File: src/rtl/esf_mon_pkg.sv
package esf_mon_pkg;
  localparam int NUM_FBITS = 6;
  // Expected framing bits, bit i = frame 4*(i+1): 0,0,1,0,1,1
  localparam logic [NUM_FBITS-1:0] FBIT_EXPECT = 6'b110100;

  localparam int EV_CRC  = 0;
  localparam int EV_SEF  = 1;
  localparam int EV_FBE  = 2;
  localparam int EV_LCV  = 3;
  localparam int EV_SLIP = 4;
  localparam int NUM_EV  = 5;

  localparam int ERR_CNT_W = $clog2(NUM_FBITS + 1);

  // Number of framing bits that disagree with the expected pattern
  function automatic logic [ERR_CNT_W-1:0] fbit_errors(logic [NUM_FBITS-1:0] rx);
    logic [ERR_CNT_W-1:0] n;
    logic [NUM_FBITS-1:0] diff;
    diff = rx ^ FBIT_EXPECT;
    n = '0;
    for (int i = 0; i < NUM_FBITS; i++) begin
      n = n + ERR_CNT_W'(diff[i]);
    end
    return n;
  endfunction
endpackage

File: src/rtl/esf_fbit_check.sv
module esf_fbit_check
  import esf_mon_pkg::*;
#(
  parameter int SEF_MIN = 2
) (
  input  logic [NUM_FBITS-1:0] fbit_rx,
  output logic [ERR_CNT_W-1:0] err_cnt,
  output logic                 sef_hit,
  output logic                 fbe_hit
);
  localparam logic [ERR_CNT_W-1:0] SEF_MIN_L = ERR_CNT_W'(SEF_MIN);

  always_comb begin
    err_cnt = fbit_errors(fbit_rx);
    sef_hit = (err_cnt >= SEF_MIN_L);
    fbe_hit = (err_cnt != '0) && !sef_hit;
  end
endmodule

File: src/rtl/esf_occ_acc.sv
module esf_occ_acc (
  input  logic clk,
  input  logic rst_n,
  input  logic occ,
  input  logic sf_strobe,
  output logic any_in_sf
);
  logic seen_q;

  always_ff @(posedge clk) begin
    if (!rst_n) begin
      seen_q <= 1'b0;
    end else if (sf_strobe) begin
      seen_q <= 1'b0;
    end else if (occ) begin
      seen_q <= 1'b1;
    end
  end

  assign any_in_sf = seen_q | occ;
endmodule

File: src/rtl/esf_sat_cnt.sv
module esf_sat_cnt #(
  parameter int W = 16
) (
  input  logic         clk,
  input  logic         rst_n,
  input  logic         inc,
  input  logic         clr,
  output logic [W-1:0] cnt
);
  localparam logic [W-1:0] CNT_MAX = '1;

  function automatic logic [W-1:0] next_count(logic [W-1:0] cur, logic up, logic wipe);
    logic [W-1:0] base;
    base = wipe ? '0 : cur;
    if (up && base != CNT_MAX) begin
      return base + W'(1);
    end
    return base;
  endfunction

  always_ff @(posedge clk) begin
    if (!rst_n) begin
      cnt <= '0;
    end else begin
      cnt <= next_count(cnt, inc, clr);
    end
  end
endmodule

File: src/rtl/esf_err_mon.sv
module esf_err_mon
  import esf_mon_pkg::*;
#(
  parameter int CNT_W   = 16,
  parameter int SEF_MIN = 2
) (
  input  logic             clk,
  input  logic             rst_n,
  input  logic             sf_strobe,
  input  logic [5:0]       fbit_rx,
  input  logic             crc_mismatch,
  input  logic             bpv,
  input  logic             bpv_in_code,
  input  logic             exz,
  input  logic             slip,
  input  logic             cnt_clr,
  output logic             ev_crc,
  output logic             ev_sef,
  output logic             ev_fbe,
  output logic             ev_lcv,
  output logic             ev_slip,
  output logic [CNT_W-1:0] cnt_crc,
  output logic [CNT_W-1:0] cnt_sef,
  output logic [CNT_W-1:0] cnt_fbe,
  output logic [CNT_W-1:0] cnt_lcv,
  output logic [CNT_W-1:0] cnt_slip
);
  logic [ERR_CNT_W-1:0]         fb_err_cnt;
  logic                         sef_hit;
  logic                         fbe_hit;
  logic                         lcv_occ;
  logic                         lcv_in_sf;
  logic                         slip_in_sf;
  logic [NUM_EV-1:0]            ev_vec;
  logic [NUM_EV-1:0]            ev_next;
  logic [NUM_EV-1:0]            inc_vec;
  logic [NUM_EV-1:0][CNT_W-1:0] cnt_arr;

  assign lcv_occ = exz | (bpv & ~bpv_in_code);

  esf_fbit_check #(.SEF_MIN(SEF_MIN)) u_fchk (
    .fbit_rx (fbit_rx),
    .err_cnt (fb_err_cnt),
    .sef_hit (sef_hit),
    .fbe_hit (fbe_hit)
  );

  esf_occ_acc u_lcv_acc (
    .clk       (clk),
    .rst_n     (rst_n),
    .occ       (lcv_occ),
    .sf_strobe (sf_strobe),
    .any_in_sf (lcv_in_sf)
  );

  esf_occ_acc u_slip_acc (
    .clk       (clk),
    .rst_n     (rst_n),
    .occ       (slip),
    .sf_strobe (sf_strobe),
    .any_in_sf (slip_in_sf)
  );

  always_comb begin
    ev_next          = '0;
    ev_next[EV_CRC]  = crc_mismatch;
    ev_next[EV_SEF]  = sef_hit;
    ev_next[EV_FBE]  = fbe_hit;
    ev_next[EV_LCV]  = lcv_in_sf;
    ev_next[EV_SLIP] = slip_in_sf;
  end

  always_ff @(posedge clk) begin
    if (!rst_n) begin
      ev_vec <= '0;
    end else begin
      ev_vec <= sf_strobe ? ev_next : '0;
    end
  end

  // Window events count once per superframe; line and slip events per occurrence
  always_comb begin
    inc_vec          = ev_vec;
    inc_vec[EV_LCV]  = lcv_occ;
    inc_vec[EV_SLIP] = slip;
  end

  for (genvar g = 0; g < NUM_EV; g++) begin : g_cnt
    esf_sat_cnt #(.W(CNT_W)) u_cnt (
      .clk   (clk),
      .rst_n (rst_n),
      .inc   (inc_vec[g]),
      .clr   (cnt_clr),
      .cnt   (cnt_arr[g])
    );
  end

  assign ev_crc   = ev_vec[EV_CRC];
  assign ev_sef   = ev_vec[EV_SEF];
  assign ev_fbe   = ev_vec[EV_FBE];
  assign ev_lcv   = ev_vec[EV_LCV];
  assign ev_slip  = ev_vec[EV_SLIP];
  assign cnt_crc  = cnt_arr[EV_CRC];
  assign cnt_sef  = cnt_arr[EV_SEF];
  assign cnt_fbe  = cnt_arr[EV_FBE];
  assign cnt_lcv  = cnt_arr[EV_LCV];
  assign cnt_slip = cnt_arr[EV_SLIP];
endmodule

File: config.mk
export PLATFORM = sky130hd
export DESIGN_NAME = esf_err_mon
export DESIGN_NICKNAME = d
export VERILOG_FILES = /design/src/rtl/esf_mon_pkg.sv /design/src/rtl/esf_fbit_check.sv /design/src/rtl/esf_occ_acc.sv /design/src/rtl/esf_sat_cnt.sv /design/src/rtl/esf_err_mon.sv
export SDC_FILE = /design/constraint.sdc
export NUM_CORES = 1
export LEC_CHECK = 0
export BUFFER_PORTS_ARGS = -buffer_cell sky130_fd_sc_hd__buf_2
export CAP_MARGIN = 10
export CORE_MARGIN = 2
export CORE_UTILIZATION = 30
export DETAILED_ROUTE_END_ITERATION = 8
export PLACE_DENSITY = 0.53
export SYNTH_ARGS = -nofsm -noshare
export SYNTH_HDL_FRONTEND = slang
export SYNTH_SLANG_ARGS = --single-unit
File: constraint.sdc
create_clock -name clk -period 7.43 [get_ports clk]
set_clock_uncertainty 0.15 [all_clocks]
set_input_delay 0.743 -clock clk [delete_from_list [all_inputs] [get_ports clk]]
set_output_delay 0.743 -clock clk [all_outputs]
set_load 0.01 [all_outputs]
==> impl_results.md <==
- WL per Instance: 15.1 um
- Static leakage: 2.25 nW
- Fraction of layout cells with a size suffix above 1: 20.0%
- Post-DRT Antenna Nets: 0
- Power, Total: 993 uW
- Synth Area in Compound Gates: 11.3%
- Endpoints failing hold: 0
- Max Freq: 0.336 GHz
- Synth Flop Type: dfxtp_1
- Actual slew at the worst max-slew pin: 718 ps
- Drt total wl: 12,600 um
- Initial antenna violation count: 0
- Hold Path Class: reg2reg
- Gr ovfl total: 0
- Post-CTS Hold Buffers: 0
- Die Area: 0.0164 mm^2
- Nets: 668
- Largest family of logic cells by synthesized area: simple AND/OR/NAND/NOR gates
- Slew HR: 51.8%
- Die Span X: 128 um
- Sequential cell area fraction in the yosys report: 37.6%
- Status: finished, final reports clean
- Synth Area per Inst: 8.37 um^2
- Avg Vias per Cell: 5.15
- RSZ-0062 raised after global routing: false
- Post_cts resized: 0
- Area of the multi-input gates: 0.00273 mm^2
- Mux cell area share after synthesis: 1.30%
- Clock buffer depth: 2
- DR pass1 iterations: 4
- Buffers on Ports: 99
- Final setup viols: 0
- FP Rows: 45
- TritonCTS buffer count: 9
- CP Max Fanout: 57
- Synth warn: 0
- Gr usage total: 15.6%
- Post-route DRC: 0
- Synth Area in Simple Gates: 33.5%
- CORE AREA: 0.0151 mm^2
- Unique masters post-synth: 59
- Critical path launch point type: primary input
- Area Growth Syn to Fin: 20.7%
- Clock-pin slew on the worst setup and hold paths: 70 ps
- Peak VDD IR: 0.000107 V
- Max H-tree Level: 3
- Reg-to-reg setup timing slack: 5110 ps
- Starting density of the core: 30.6%
- Worst-skew pair later-pin latency: 340 ps
- Ant diodes: 0
- DP Wirelength: 9110 um
- Post-synth ARST share: 0%
- Post-synth EDFFs: 0
- Slew Viols, Final: 0
- Vias: 4,309
- Syn Inst Count: 553
- Cell Area, Synth: 0.00463 mm^2
- Adder-cell share of the synthesized area: 2.92%
- First-pass GRT wire length: 20,700 um
- RePlAce Congestion: 0.810
- Post-Synth XOR/XNOR Area: 10.0%
- Maxcap violations: 0
- CTS tree: yes
- Tmin final: 2970 ps
- Pin count of the biggest net entering global routing: 58
- Crit share post-route: 40.0%
- Setup TNS: 0 ps
- CP Class: in2reg
- Pwr Density: 178 mW/mm^2
- Required @ worst endpoint: 7520 ps
- FF+latch area: 0.00174 mm^2
- Fillers: 1,571
- Vias in the first global route: 4,049
- Register bit count reported by yosys: 87
- I/O pin cnt: 100
- CTS Sinks: 87
- CP endpoint kind: flop
- CP arrival: 3060 ps
- Syn_nets: 577
- Post-CTS setup buffer count: 0
- Drt initial violations: 246
- CTS root buf: clkbuf_16
- Die Span Y: 128 um
layout make-up:
class	count	share of cell area [%]
multi-input combinational	429	48.9
sequential	87	31.2
timing repair buffer	103	9.41
clock buffer	11	4.34
tap	188	4.21
clock inverter	5	1.03
inverter	14	0.941
cell usage after synthesis (all sizes together), types with 7 or more instances:
library cell,number,area share [%]
dfxtp,87,38
nor2,77,6.2
xnor2,44,8.3
nand2,43,3.5
nor2b,34,4.6
nand3,29,3.2
nand4,19,2.7
nor3,18,2.1
a21oi,17,1.8
clkbuf,17,1.4
and3,14,1.9
inv,14,1.1
o21ai,14,1.5
and4b,10,2.2
xor2,9,1.7
a211oi,8,1.3
and2,8,1.1
o2111ai,8,1.6
nor4,7,1.1
path summary, 6_finish.rpt:
kind | startpoint | endpoint | cells past startpoint
max | cnt_clr | g_cnt[3].u_cnt.cnt[10] | 6
min | u_slip_acc.seen_q | ev_vec[4] | 2
max reg2reg | g_cnt[0].u_cnt.cnt[0] | g_cnt[0].u_cnt.cnt[14] | 7
min reg2reg | u_slip_acc.seen_q | ev_vec[4] | 2
power by group:
group / switching, mW / internal, mW / total [mW]
clock: 0.190 / 0.269 / 0.459
sequential: 0.00586 / 0.471 / 0.477
combinational: 0.0371 / 0.0195 / 0.0566
cell usage in the layout, fill, tap and decap left out, types with 3 or more instances in the layout:
cell type and instances:
o311ai_0 3, nor2b_1 34, nand2b_1 5, xnor2_1 44, buf_4 4, nor4_1 6
or3_1 6, clkinvlp_4 3, o2111ai_1 7, and3_1 14, dfxtp_1 87, a211oi_1 8
inv_1 14, a21oi_1 17, nand4_1 18, ha_1 6, o211ai_1 5, mux2i_1 6
a21o_1 5, fa_1 3, nor3_1 17, xor2_1 9, clkbuf_16 9, buf_2 99
and2_1 7, o21ai_0 12, nand2_1 43, and4b_1 9, nor2_1 77, a31oi_1 4
nand3_1 28
flip-flops by register name, summed over array words and instances, names as in the netlist:
register / cells
u_lcv_acc.seen_q: 1
g_cnt.u_cnt.cnt: 80
u_slip_acc.seen_q: 1
ev_vec: 5
critical path, stage by stage:
cell and delay [ps]:
buf_2 100, buf_4 300, inv_1 610, nand2_1 590, buf_4 370, o41ai_1 330
kinds of logic (layout without fill, tap and decap cells):
family,count (synthesis),in the layout
AO/OA/AOI/OAI,75,75
XOR/XNOR,53,53
adder cells (fa/ha/maj),9,9
buffers and inverters,37,133
flip-flops,87,87
multiplexers,6,6
AND/OR/NAND/NOR,286,286
through the flow:
stage	instances	instance area [um^2]	utilization (%)	hold WS (ps)	setup WS [ps]
floorplan	553	4630	-	283	4510
global placement	821	5290	34.9	301	4160
detailed placement	821	5290	34.9	307	4050
CTS	837	5590	36.9	329	4390
global route	837	5590	36.9	352	4220
finish	837	5590	36.9	328	4460
layer usage:
metal | track usage, % | wire length, um | part of all wire, %
met1 | 22.1 | 6200 | 49
met2 | 23.7 | 5670 | 45
met3 | 2.84 | 655 | 5.2
met4 | 5.11 | 111 | 0.88
met5 | 0 | 0 | 0
No activity file was read; power rests on OpenSTA's default activity.
